**config.mk**
```make
export PLATFORM = sky130hd
export DESIGN_NAME = fault_timer
export DESIGN_NICKNAME = d
export VERILOG_FILES = /design/src/rtl/fault_timer.sv
export SDC_FILE = /design/constraint.sdc
export NUM_CORES = 1
export LEC_CHECK = 0
export BUFFER_PORTS_ARGS = -buffer_cell sky130_fd_sc_hd__buf_2
export CORE_MARGIN = 5
export CORE_UTILIZATION = 30
export CTS_BUF_LIST = sky130_fd_sc_hd__clkbuf_2
export DETAILED_ROUTE_END_ITERATION = 10
export GPL_TIMING_DRIVEN = 0
export REMOVE_ABC_BUFFERS = 1
export SYNTH_ARGS = -nofsm -noshare
export SYNTH_HDL_FRONTEND = slang
export SYNTH_SLANG_ARGS = --single-unit
```
**constraint.sdc**
```tcl
create_clock -name clk -period 4.2 [get_ports clk]
set_clock_uncertainty 0.2 [all_clocks]
set_input_delay 0.84 -clock clk [delete_from_list [all_inputs] [get_ports clk]]
set_output_delay 0.84 -clock clk [all_outputs]
set_load 0.01 [all_outputs]
```
**src/rtl/fault_timer.sv**
```systemverilog
module fault_timer #(
  parameter int UNIT       = 100,
  parameter int OL_STEP    = 10,
  parameter int SC_STEP    = 90,
  parameter int BLEED_STEP = 10,
  parameter int LATCH_CYC  = 125
) (
  input  logic clk,
  input  logic rst_n,
  input  logic half_cyc,
  input  logic ol_flag,
  input  logic sc_flag,
  input  logic below_low,
  input  logic ext_latch,
  input  logic over_temp,
  output logic bridge_en,
  output logic force_fmin,
  output logic timing_act,
  output logic latched
);

  localparam int TRIP_LVL    = 12 * UNIT;
  localparam int PRESET_LVL  = 5 * UNIT;
  localparam int RESTART_LVL = (12 * UNIT) / 5;
  localparam int AW = $clog2(TRIP_LVL + OL_STEP + SC_STEP + 1);
  localparam int LW = $clog2(LATCH_CYC + 1);

  typedef enum logic [2:0] {S_RUN, S_TIME, S_SHUT, S_RECOV, S_LATCH} st_t;

  st_t st, st_n;
  logic [AW-1:0] acc, acc_n;
  logic ol_seen, sc_seen, bl_all;
  logic [LW-1:0] lat_cnt;

  wire fault_now = ol_flag | sc_flag;
  wire ol_hit    = ol_seen | fault_now;
  wire sc_hit    = sc_seen | sc_flag;
  wire bl_ok     = bl_all & below_low;
  wire lat_go    = over_temp | (ext_latch && lat_cnt == LW'(LATCH_CYC - 1));

  wire [AW-1:0] step   = sc_hit ? AW'(OL_STEP + SC_STEP) : AW'(OL_STEP);
  wire [AW:0]   sum    = {1'b0, acc} + {1'b0, step};
  wire          at_flr = acc <= AW'(RESTART_LVL + BLEED_STEP);

  always_comb begin
    st_n  = st;
    acc_n = acc;
    if (lat_go) begin
      st_n  = S_LATCH;
      acc_n = '0;
    end else begin
      case (st)
        S_RUN:
          if (fault_now) begin
            st_n  = S_TIME;
            acc_n = AW'(PRESET_LVL);
          end
        S_TIME:
          if (half_cyc) begin
            if (ol_hit) begin
              if (sum >= (AW+1)'(TRIP_LVL)) begin
                st_n  = S_SHUT;
                acc_n = AW'(TRIP_LVL);
              end else begin
                acc_n = sum[AW-1:0];
              end
            end else if (bl_ok) begin
              st_n = S_RECOV;
            end
          end
        S_SHUT, S_RECOV:
          if (st == S_RECOV && fault_now) begin
            st_n = S_TIME;
          end else if (half_cyc) begin
            if (at_flr) begin
              st_n  = S_RUN;
              acc_n = '0;
            end else begin
              acc_n = acc - AW'(BLEED_STEP);
            end
          end
        default: st_n = S_LATCH;
      endcase
    end
  end

  always_ff @(posedge clk) begin
    if (!rst_n) begin
      st      <= S_RUN;
      acc     <= '0;
      ol_seen <= 1'b0;
      sc_seen <= 1'b0;
      bl_all  <= 1'b1;
      lat_cnt <= '0;
    end else begin
      st  <= st_n;
      acc <= acc_n;
      if (half_cyc) begin
        ol_seen <= 1'b0;
        sc_seen <= 1'b0;
        bl_all  <= 1'b1;
      end else begin
        ol_seen <= ol_hit;
        sc_seen <= sc_hit;
        bl_all  <= bl_ok;
      end
      if (!ext_latch)                        lat_cnt <= '0;
      else if (lat_cnt != LW'(LATCH_CYC - 1)) lat_cnt <= lat_cnt + 1'b1;
    end
  end

  assign bridge_en  = (st == S_RUN) || (st == S_TIME) || (st == S_RECOV);
  assign force_fmin = (st == S_TIME) || (st == S_SHUT) || (st == S_RECOV);
  assign timing_act = (st == S_TIME);
  assign latched    = (st == S_LATCH);

  a_r2_preset_on_entry: assert property (@(posedge clk) disable iff (!rst_n)
    ($past(st) == S_RUN && st == S_TIME) |-> acc == AW'(PRESET_LVL));

  a_r2_timing_forces_fmin: assert property (@(posedge clk) disable iff (!rst_n)
    timing_act |-> force_fmin);

  a_r3_acc_capped: assert property (@(posedge clk) disable iff (!rst_n)
    acc <= AW'(TRIP_LVL));

  a_r5_trip_at_full: assert property (@(posedge clk) disable iff (!rst_n)
    ($fell(bridge_en) && !latched) |-> acc == AW'(TRIP_LVL));

  a_r5_bleed_floor: assert property (@(posedge clk) disable iff (!rst_n)
    (st == S_SHUT || st == S_RECOV) |-> acc >= AW'(RESTART_LVL));

  a_r7_hold_between_strobes: assert property (@(posedge clk) disable iff (!rst_n)
    (!$past(half_cyc) && st == $past(st) && (st == S_TIME || st == S_SHUT))
      |-> acc == $past(acc));

  a_r9_latch_cause: assert property (@(posedge clk) disable iff (!rst_n)
    ($rose(latched) && !$past(over_temp)) |-> $past(ext_latch));

  a_r10_overtemp_latches: assert property (@(posedge clk) disable iff (!rst_n)
    over_temp |=> latched);

  a_r10_latch_sticky: assert property (@(posedge clk) disable iff (!rst_n)
    latched |=> latched);

  a_r10_latch_outputs: assert property (@(posedge clk) disable iff (!rst_n)
    latched |-> (!bridge_en && !force_fmin && !timing_act));

endmodule

```
==> results.yml <==
timing:
  max_slew.worst_pin.slew_ns: 0.760
  setup-violations-final: 0
  hold_violations: 0
  layout_setup_ws_ns: 0.537
  final_max_slew_viol_count: 0
  whs_ns: 0.309
  fin_crit_sh_pct: 87.2
  fin_crit_ns: 3.66
  fmax_ghz: 0.273
  rsz0062_at_grt: "no"
  relSlewSlack_pct: 49.2
global_route:
  grt_usage_pct: 11.6
  gr-total-overflow: 0
  grt_start_max_net_pins: 16
  grt_pass1_wl_mm: 7.40
  grt_pass1_vias: 1564
  antenna_found_initial: 0
setup_path:
  ff2ff_path_depth: 11
  cp_max_fo: 7
  required_ns: 4.27
  rrSetupSlack_ns: 0.77
  crit_end: "acc[9]"
  worstSetupPathType: "in2reg"
  cp_slowest_stage_delay_ns: 0.48
  r2r-start: "sc_seen"
  critical_path.startpoint: "sc_flag"
  path_cells: "buf_2, nor2_1, ha_1, inv_1, fa_1, and2b_4, o2111ai_4, nand2_4, and4bb_4, o32ai_4, nand3_4, a211oi_1"
  cp_slowest_cell: "o32ai_4"
  endpoint_kind: "register"
  startpoint_type: "primary input"
  r2r_end: "acc[9]"
  cp.arrival_ns: 3.74
placed_design:
  gp_congestion: 0.792
  dp_slack_ns: 0.134
  portBuffers: 11
  dpl.hpwl_mm: 3.23
  placed_cells: 305
status:
  status: "finished, final reports clean"
clock_tree:
  numCtsBuffers: 3
  clockBufferDepth: 2
  cts_htree_levels: 1
  tritoncts: "built"
  cts_hold_buf: 0
  clk_pin_slew_worst_paths_ns: 0.27
  cts_resized: 0
  insertion_delay_ns: 0.37
  cts-root-buf: "clkbuf_2"
  cts_setup_buffers: 0
  cts.sinks: 23
logic_synthesis:
  synth_area_leaders: "dfxtp_1 (25%), ha_1 (5.5%), o21ai_0 (5.5%)"
  synth_edf_count: 0
  synthCells: 228
  synth_adder_area_share_pct: 6.57
  synth_top_family_by_area: "compound AO/OA/AOI/OAI gates"
  synthMuxAreaShare_pct: 0.547
  synth-compound-area-share_pct: 31.9
  synth_top_area_share_pct: 25.2
  postSynth.asyncResetShare_pct: 0
  synth_warnings: 0
  yosysUniqueCellTypes: 57
  synthSimpleGateAreaFrac_pct: 23.1
  synth.ff_latch_count: 23
  synth-xor-area-share_pct: 7.18
  avgSynthCellArea_um2: 8.02
  synth.yosys.seq_area_share_pct: 25.2
  syn_area_mm2: 0.00183
  synth_flop_cell: "dfxtp_1"
  synth_area_leader_cell: "dfxtp_1"
die:
  die_h_um: 88.1
  ios: 12
  die_x_um: 88.1
  core_mm2: 0.00592
  row_count: 28
  initial_core_util_pct: 30.9
  die_area_mm2: 0.00776
drt:
  routed_via_density: 5.35
  routed_wl_mm: 4.29
  wl_per_cell_um: 13.9
  drt-initial-drc-count: 119
  antenna_left: 0
  firstDrtPassIters: 4
  drc: 0
  vias: 1653
power:
  leakagePower_nw: 0.727
  irDropWorstVdd_uv: 121
  power_density_mw_per_mm2: 237
finish:
  drive_gt1_share_pct: 12.8
  postLayoutCoreUtil_pct: 33.1
  layout.cells.non_filler: 309
  antenna_cells: 0
  final_nets: 252
  syn2layout_area_growth_pct: 7.18
worst_hold_path:
  hold_start: "bl_all"
  hp-class: "reg2reg"
flow_run:
  drv_cap: 0
## sequential cells by signal (all words and copies together) (netlist names)
name and count:
sc_seen 1, ol_seen 1, lat_cnt 7, st 3
acc 10, bl_all 1
## power breakdown
group	internal [mW]	total, mW	switching [mW]
registers	0.228	0.245	0.0173
logic	0.0507	0.124	0.0728
clock network	0.0216	0.0966	0.0750
total	0.300	0.465	0.165
## per-layer routing
layer	GRT usage [%]	share of wire, %	routed length (um)	up-vias
li1	-	-	-	859
met1	16.5	51	2180	762
met2	18.9	44	1900	30
met3	1.88	4.4	190	2
met4	1.24	0.61	26	0
met5	0	0	0	-
## placed cells by master (no fill, tap or decap), types with 2 or more instances in the layout
master / n
a211oi_1: 2
a21o_1: 4
a21oi_1: 18
a31oi_1: 4
a41oi_1: 3
and2_1: 2
and3_1: 3
buf_2: 12
clkbuf_2: 3
dfxtp_1: 23
ha_1: 8
inv_1: 13
nand2_1: 11
nand2_4: 2
nand2b_1: 3
nand3_1: 9
nand4_1: 3
nor2_1: 22
nor2b_1: 4
nor3_1: 9
nor4_1: 2
o21a_1: 3
o21ai_0: 20
o21ai_1: 2
o221a_1: 3
o22ai_1: 2
xnor2_1: 6
xor2_1: 9
## worst min-delay path by stage
stage | end | slack (ns) | depth (start not counted)
floorplan | bl_all | 0.24 | 2
global placement | bl_all | 0.26 | 2
detailed placement | bl_all | 0.26 | 2
CTS | bl_all | 0.31 | 2
global route | bl_all | 0.34 | 2
finish | bl_all | 0.31 | 2
## cell usage after synthesis (2+ instances only)
cell       instances
nand2b_1           3
a41oi_1            3
nand2_4            2
xnor2_1            6
o221a_1            3
and3_1             3
a2111oi_0          2
ha_1               8
nand3_1            9
and2_1             2
a21o_1             4
dfxtp_1           23
o21a_1             3
clkbuf_1           5
a211oi_1           2
nor3_1             9
o22ai_1            2
nor4_1             2
o21ai_1            2
xor2_1             9
nand2_1           11
a21oi_1           18
nor2_1            22
nor2b_1            4
inv_1             13
nand4_1            3
o21ai_0           20
buf_2              3
a31oi_1            4
## critical path: cells and delay by family
| kind | cells | cell delay (ns) |
|---|---|---|
| buffers and inverters | 2 | 0.19 |
| AOI/OAI and AO/OA | 3 | 0.87 |
| adders and majority gates | 2 | 0.67 |
| and+or+nand+nor | 5 | 1.17 |
## logic make-up after synthesis
logic type	after synthesis
compound gates	79
xor+xnor	15
fa+ha+maj	9
buf+inv	24
flops	23
mux	1
simple gates	77
## through the flow
| step | power (mW) | instance area, um^2 | setup TNS (ns) |
|---|---|---|---|
| 6_report | 0.465 | 1960 | 0 |
| 5_1_grt | 0.492 | 1960 | 0 |
| 4_1_cts | 0.467 | 1960 | 0 |
| 3_5_place_dp | 0.372 | 1940 | 0 |
| 3_3_place_gp | 0.368 | 1930 | -0.265 |
| 2_1_floorplan | 0.336 | 1780 | 0 |
## area by class of cell
| type | instances | area, um^2 |
|---|---|---|
| multi-input combinational | 181 | 1270 |
| clock buffer | 3 | 15.0 |
| fill | 641 | 3960 |
| timing repair buffer | 12 | 60.1 |
| inverter | 14 | 52.6 |
| sequential | 23 | 460 |
| tap | 75 | 93.8 |
| clock inverter | 1 | 5.00 |
(Power assumes the default switching activity.)
